<file path="config.mk">
export PLATFORM = sky130hd
export DESIGN_NAME = prg_bank_mapper
export DESIGN_NICKNAME = d
export VERILOG_FILES = /design/src/rtl/prg_map_pkg.sv /design/src/rtl/prg_map_regs.sv /design/src/rtl/prg_slot_calc.sv /design/src/rtl/prg_addr_decode.sv /design/src/rtl/prg_bank_mapper.sv
export SDC_FILE = /design/constraint.sdc
export NUM_CORES = 1
export LEC_CHECK = 0
export BUFFER_PORTS_ARGS = -buffer_cell sky130_fd_sc_hd__buf_2
export CORE_MARGIN = 8
export CORE_UTILIZATION = 40
export CTS_CLUSTER_SIZE = 14
export DETAILED_ROUTE_END_ITERATION = 6
export HOLD_SLACK_MARGIN = 0.08
export PLACE_DENSITY_LB_ADDON = 0.1
export SYNTH_ARGS = -nofsm -noshare
export SYNTH_HDL_FRONTEND = slang
export SYNTH_SLANG_ARGS = --single-unit
</file>
<file path="constraint.sdc">
create_clock -name clk -period 1.6 [get_ports clk]
set_input_delay 0.16 -clock clk [delete_from_list [all_inputs] [get_ports clk]]
set_output_delay 0.16 -clock clk [all_outputs]
set_load 0.02 [all_outputs]
</file>
<file path="src/rtl/prg_map_pkg.sv">
package prg_map_pkg;

    localparam int NUM_BANK_REGS = 4;
    localparam int REG_W         = 8;

    typedef enum logic [1:0] {
        LAY_32K    = 2'd0,
        LAY_16K    = 2'd1,
        LAY_8K     = 2'd2,
        LAY_8K_REV = 2'd3
    } layout_e;

    typedef enum logic [1:0] {
        GRAN_32K = 2'd0,
        GRAN_16K = 2'd1,
        GRAN_8K  = 2'd2
    } gran_e;

    typedef struct packed {
        logic [REG_W-1:0]                    mode;
        logic [NUM_BANK_REGS-1:0][REG_W-1:0] bank;
    } map_regs_t;

    // Mirror bits 6..0 about bit 3; bit 7 is dropped.
    function automatic logic [REG_W-1:0] rev7(input logic [REG_W-1:0] v);
        logic [REG_W-1:0] r;
        r = '0;
        for (int i = 0; i < 7; i++) r[6-i] = v[i];
        return r;
    endfunction

endpackage

</file>
<file path="src/rtl/prg_map_regs.sv">
module prg_map_regs
    import prg_map_pkg::*;
(
    input  logic                             clk,
    input  logic                             rst_n,
    input  logic                             bank_we,
    input  logic [$clog2(NUM_BANK_REGS)-1:0] bank_sel,
    input  logic [REG_W-1:0]                 bank_wdata,
    input  logic                             mode_we,
    input  logic [REG_W-1:0]                 mode_wdata,
    output map_regs_t                        regs
);

    map_regs_t regs_d, regs_q;

    always_comb begin
        regs_d = regs_q;
        if (bank_we) regs_d.bank[bank_sel] = bank_wdata;
        if (mode_we) regs_d.mode = mode_wdata;
    end

    always_ff @(posedge clk or negedge rst_n) begin
        if (!rst_n) regs_q <= '0;
        else        regs_q <= regs_d;
    end

    assign regs = regs_q;

endmodule

</file>
<file path="src/rtl/prg_slot_calc.sv">
module prg_slot_calc
    import prg_map_pkg::*;
(
    input  map_regs_t                       regs,
    input  logic [REG_W-1:0]                and_mask,
    input  logic [REG_W-1:0]                or_mask,
    output logic [NUM_BANK_REGS-1:0][REG_W-1:0] slot_bank,
    output logic [REG_W-1:0]                win_bank,
    output gran_e                           upper_gran
);

    localparam int LAST = NUM_BANK_REGS - 1;

    layout_e          layout;
    logic [REG_W-1:0] last_v;
    logic [1:0]       shift_d;
    logic [REG_W-1:0] and_sh, or_sh;
    logic [REG_W-1:0] win_raw;

    assign layout = layout_e'(regs.mode[1:0]);
    assign last_v = regs.mode[2] ? regs.bank[LAST] : '1;

    always_comb begin
        case (layout)
            LAY_32K: begin shift_d = 2'd2; upper_gran = GRAN_32K; end
            LAY_16K: begin shift_d = 2'd1; upper_gran = GRAN_16K; end
            default: begin shift_d = 2'd0; upper_gran = GRAN_8K;  end
        endcase
        and_sh = and_mask >> shift_d;
        or_sh  = or_mask  >> shift_d;
    end

    for (genvar s = 0; s < NUM_BANK_REGS; s++) begin : g_slot
        logic [REG_W-1:0] src, picked;
        always_comb begin
            case (layout)
                LAY_32K: src = last_v;
                LAY_16K: src = (s < 2) ? regs.bank[1] : last_v;
                default: src = (s < LAST) ? regs.bank[s] : last_v;
            endcase
            picked       = (layout == LAY_8K_REV) ? rev7(src) : src;
            slot_bank[s] = (picked & and_sh) | or_sh;
        end
    end

    always_comb begin
        case (layout)
            LAY_32K: win_raw = {regs.bank[LAST][5:0], 2'b11};
            LAY_16K: win_raw = {regs.bank[LAST][6:0], 1'b1};
            LAY_8K:  win_raw = regs.bank[LAST];
            default: win_raw = rev7(regs.bank[LAST]);
        endcase
        win_bank = (win_raw & and_mask) | or_mask;
    end

endmodule

</file>
<file path="src/rtl/prg_addr_decode.sv">
module prg_addr_decode
    import prg_map_pkg::*;
#(
    parameter bit HAS_WORK_RAM = 1'b1
) (
    input  logic [15:0]                         cpu_addr,
    input  logic                                win_rom_en,
    input  logic [NUM_BANK_REGS-1:0][REG_W-1:0] slot_bank,
    input  logic [REG_W-1:0]                    win_bank,
    input  gran_e                               upper_gran,
    output logic [REG_W-1:0]                    prg_bank,
    output gran_e                               prg_gran,
    output logic                                rom_sel,
    output logic                                ram_sel
);

    localparam logic [2:0] WIN_REGION = 3'b011;

    always_comb begin
        prg_bank = '0;
        prg_gran = GRAN_8K;
        rom_sel  = 1'b0;
        ram_sel  = 1'b0;
        if (cpu_addr[15]) begin
            prg_bank = slot_bank[cpu_addr[14:13]];
            prg_gran = upper_gran;
            rom_sel  = 1'b1;
        end else if (cpu_addr[15:13] == WIN_REGION) begin
            if (win_rom_en) begin
                prg_bank = win_bank;
                rom_sel  = 1'b1;
            end else begin
                ram_sel  = HAS_WORK_RAM;
            end
        end
    end

endmodule

</file>
<file path="src/rtl/prg_bank_mapper.sv">
module prg_bank_mapper
    import prg_map_pkg::*;
#(
    parameter bit HAS_WORK_RAM = 1'b1
) (
    input  logic        clk,
    input  logic        rst_n,
    input  logic        bank_we,
    input  logic [1:0]  bank_sel,
    input  logic [7:0]  bank_wdata,
    input  logic        mode_we,
    input  logic [7:0]  mode_wdata,
    input  logic [7:0]  outer_and,
    input  logic [7:0]  outer_or,
    input  logic [15:0] cpu_addr,
    output logic [7:0]  prg_bank,
    output logic [1:0]  prg_gran,
    output logic        rom_sel,
    output logic        ram_sel
);

    map_regs_t                           regs;
    logic [NUM_BANK_REGS-1:0][REG_W-1:0] slot_bank;
    logic [REG_W-1:0]                    win_bank;
    gran_e                               upper_gran;
    gran_e                               gran_out;

    prg_map_regs u_regs (
        .clk        (clk),
        .rst_n      (rst_n),
        .bank_we    (bank_we),
        .bank_sel   (bank_sel),
        .bank_wdata (bank_wdata),
        .mode_we    (mode_we),
        .mode_wdata (mode_wdata),
        .regs       (regs)
    );

    prg_slot_calc u_calc (
        .regs       (regs),
        .and_mask   (outer_and),
        .or_mask    (outer_or),
        .slot_bank  (slot_bank),
        .win_bank   (win_bank),
        .upper_gran (upper_gran)
    );

    prg_addr_decode #(.HAS_WORK_RAM(HAS_WORK_RAM)) u_dec (
        .cpu_addr   (cpu_addr),
        .win_rom_en (regs.mode[7]),
        .slot_bank  (slot_bank),
        .win_bank   (win_bank),
        .upper_gran (upper_gran),
        .prg_bank   (prg_bank),
        .prg_gran   (gran_out),
        .rom_sel    (rom_sel),
        .ram_sel    (ram_sel)
    );

    assign prg_gran = gran_out;

endmodule

</file>
==> metrics.yaml <==
drt_iter0_drc: 166
grt_usage_pct: 17.8
period_share_pct: 139
wl_per_cell_um: 18.4
grt_max_degree: 37
cts.path.max_buffers: 2
clock_latency_ps: 280
critPathLaunchType: "register"
status: "finished with violations"
avgSynthCellArea_um2: 10.2
critPathCaptureType: "output port"
critPathRequiredTime_ps: 1440
vias: 2586
synth_edf_count: 0
finalSetupViolCount: 8
drv_slew: 0
route.detailed.drc: 0
hold_violations: 0
crit_arrival_ps: 2060
dpl.hpwl_mm: 6.67
power_frac_comb_pct: 43.8
cts-root-buf: "clkbuf_8"
path_cells: "buf_6 -> mux4_2 -> a21oi_2 -> nor2_1 -> or3_4 -> buf_6"
fmax_ghz: 0.449
yosysUniqueCellTypes: 44
power_mw: 3.26
die_area_um2: 9790
seqPwrFrac_pct: 38.1
drive_above_1_share_pct: 52.6
async_flop_share_pct: 100
cp-startpoint: "u_regs.regs[32]"
ys_warn_count: 0
routabilityCongestion: 0.867
p_switching_mw: 1.10
place_area_um2: 3510
yosys_register_bits: 36
largest_reg_flops: 36
hold_path.class: "in -> reg"
slowest_stage: "mux4_2"
htree_num_levels: 2
core.rowCount: 30
clkTransAtPathRegs_ps: 70
pre_cts_ws_ps: -365
grt_pass1_vias: 2701
cpMostUsedCell: "buf_6"
drtPass1Iterations: 4
path_buf_inv: 2
start_util_pct: 40.9
worstHoldStart: "mode_wdata[2]"
drtAntennaViolNets: 0
cap_violations: 0
io_pins: 66
cts_buffers: 5
holdWs_ps: 99.4
ir_worst_vdd_v: 0.000645
grt_pass1_wl_mm: 13.9
max-slew-margin-rel_pct: 68.2
violations: "negative setup slack"
worst_pin_slew_ps: 476
wirelength_mm: 8.42
antenna_cells: 0
ys.flop_type: "dfrtp_1"
r2r-start: "u_regs.regs[32]"
p_int_mw: 2.16
overflow: 0
crit_type: "reg -> out"
clkPwrFrac_pct: 18.1
rsz0062_at_grt: "yes"
fill_cells: 612
areaGrowthSynthToFinish_pct: 36.6
netlist_instances: 271
io_buffers: 48
cp_max_fo: 7
multi_input_area_um2: 1850
cts_tree: "yes"
tns_ps: -4280
final-seq-area_um2: 905
p_sw_share_pct: 33.7
clock-sinks: 36
fin_ws_ps: -625
p_leak_nw: 1.67
p_per_area_nw_per_um2: 868
min_period_ps: 2220
vias_per_cell: 5.65
chipHeight_um: 98.9
path_delay_family: "multiplexers"
coreArea_um2: 6720
netlist_area_um2: 2750
cp_slowest_stage_delay_ps: 510
fin_skew_ps: 0
seq_area_frac_synth_pct: 32.7
nNetsFinal: 432
synth_fp_nets: 325
fin_area_um2: 3760
fp.dieW_um: 98.9
antenna_found_initial: 0
==> cells in the mapped netlist (2+ instances only) <==
library cell | instances | area, um2
mux2i_1 | 27 | 270
clkbuf_1 | 5 | 18.8
nand2_1 | 22 | 82.6
mux2_2 | 42 | 473
o22ai_1 | 3 | 18.8
a311oi_1 | 2 | 17.5
nor4b_1 | 3 | 26.3
buf_2 | 8 | 40.0
nor2b_1 | 3 | 18.8
o41ai_1 | 2 | 17.5
o21ai_1 | 2 | 10.0
nand3_1 | 6 | 30.0
inv_1 | 3 | 11.3
dfrtp_1 | 36 | 901
o221ai_1 | 4 | 35.0
buf_4 | 3 | 22.5
o21ai_0 | 12 | 60.1
buf_6 | 2 | 22.5
a211oi_1 | 2 | 15.0
nor2_1 | 16 | 60.1
nand2b_1 | 9 | 56.3
mux4_2 | 9 | 203
a21oi_1 | 17 | 85.1
a31oi_1 | 4 | 25.0
nand3b_1 | 4 | 30.0
or3_1 | 2 | 12.5
o211ai_1 | 6 | 45.0
==> power groups by stage <==
stage               sequential, mW  combinational [mW]  clock (mW)
global placement              1.25                1.31           0
detailed placement            1.25                1.32           0
finish                        1.24                1.43       0.592
CTS                           1.23                1.39       0.612
floorplan                     1.19               0.805           0
global route                  1.26                1.54       0.664
==> routing by layer <==
metal / part of all wire, % / global-route usage [%]
met1: 49 / 24.5
met2: 44 / 26.9
met3: 4.7 / 3.03
met4: 2.4 / 6.73
met5: 0 / 0
==> final timing paths <==
kind                            cells after the start              end  slack [ps]
min in group asynchronous                           3  u_regs.regs[14]         360
worst max-delay path                                6      prg_bank[5]        -620
worst min-delay path                                2  u_regs.regs[34]         100
max in group asynchronous                           3  u_regs.regs[32]        1040
worst max register to register                      3  u_regs.regs[32]         570
worst min register to register                      1   u_regs.regs[7]         510
==> area by class of cell <==
cell class                      instances  share of cell area (%)
Tap cell                               80                    2.66
Timing Repair Buffer                  118                    21.6
Multi-Input combinational cell        213                    49.2
Inverter                                4                   0.399
Clock buffer                            6                    1.93
Clock inverter                          1                   0.133
Sequential cell                        36                    24.1
==> timing repair <==
item	4_1_cts	5_1_grt
pin swaps	5	1
resized for setup	20	11
endpoints found under the hold margin	36	0
setup endpoints to repair	8	8
hold buffers	1	0
setup buffers	4	4
==> stage by stage <==
stage               instances  util, %
floorplan                 271        -
global placement          442     52.2
detailed placement        442     52.2
CTS                       454     55.1
global route              458     55.9
finish                    458     55.9
==> cells in the final DEF (no fill, tap or decap), types with 3 or more instances in the layout <==
cell type,netlist,final
buf_4,3,67
buf_2,8,44
mux2_2,42,40
dfrtp_1,36,33
mux2i_1,27,25
nand2_1,22,22
nor2_1,16,15
a21oi_1,17,14
mux4_2,9,9
nand2b_1,9,8
o21ai_1,2,7
o21ai_0,12,7
o211ai_1,6,6
nand3_1,6,6
clkbuf_8,0,5
nand3b_1,4,4
a31oi_1,4,4
buf_6,2,4
a21oi_2,0,3
nor2b_1,3,3
dfrtp_2,0,3
==> cell families (layout without fill, tap and decap cells) <==
logic type             count (synthesis)  count (layout)  synth area share (%)
muxes                                 78              78                  34.4
and+or+nand+nor                       71              71                  13.5
AOI/OAI and AO/OA                     64              64                  15.1
DFF                                   36              36                  32.7
buffers and inverters                 22             129                  4.32
Power figures use the tool's default switching activity.
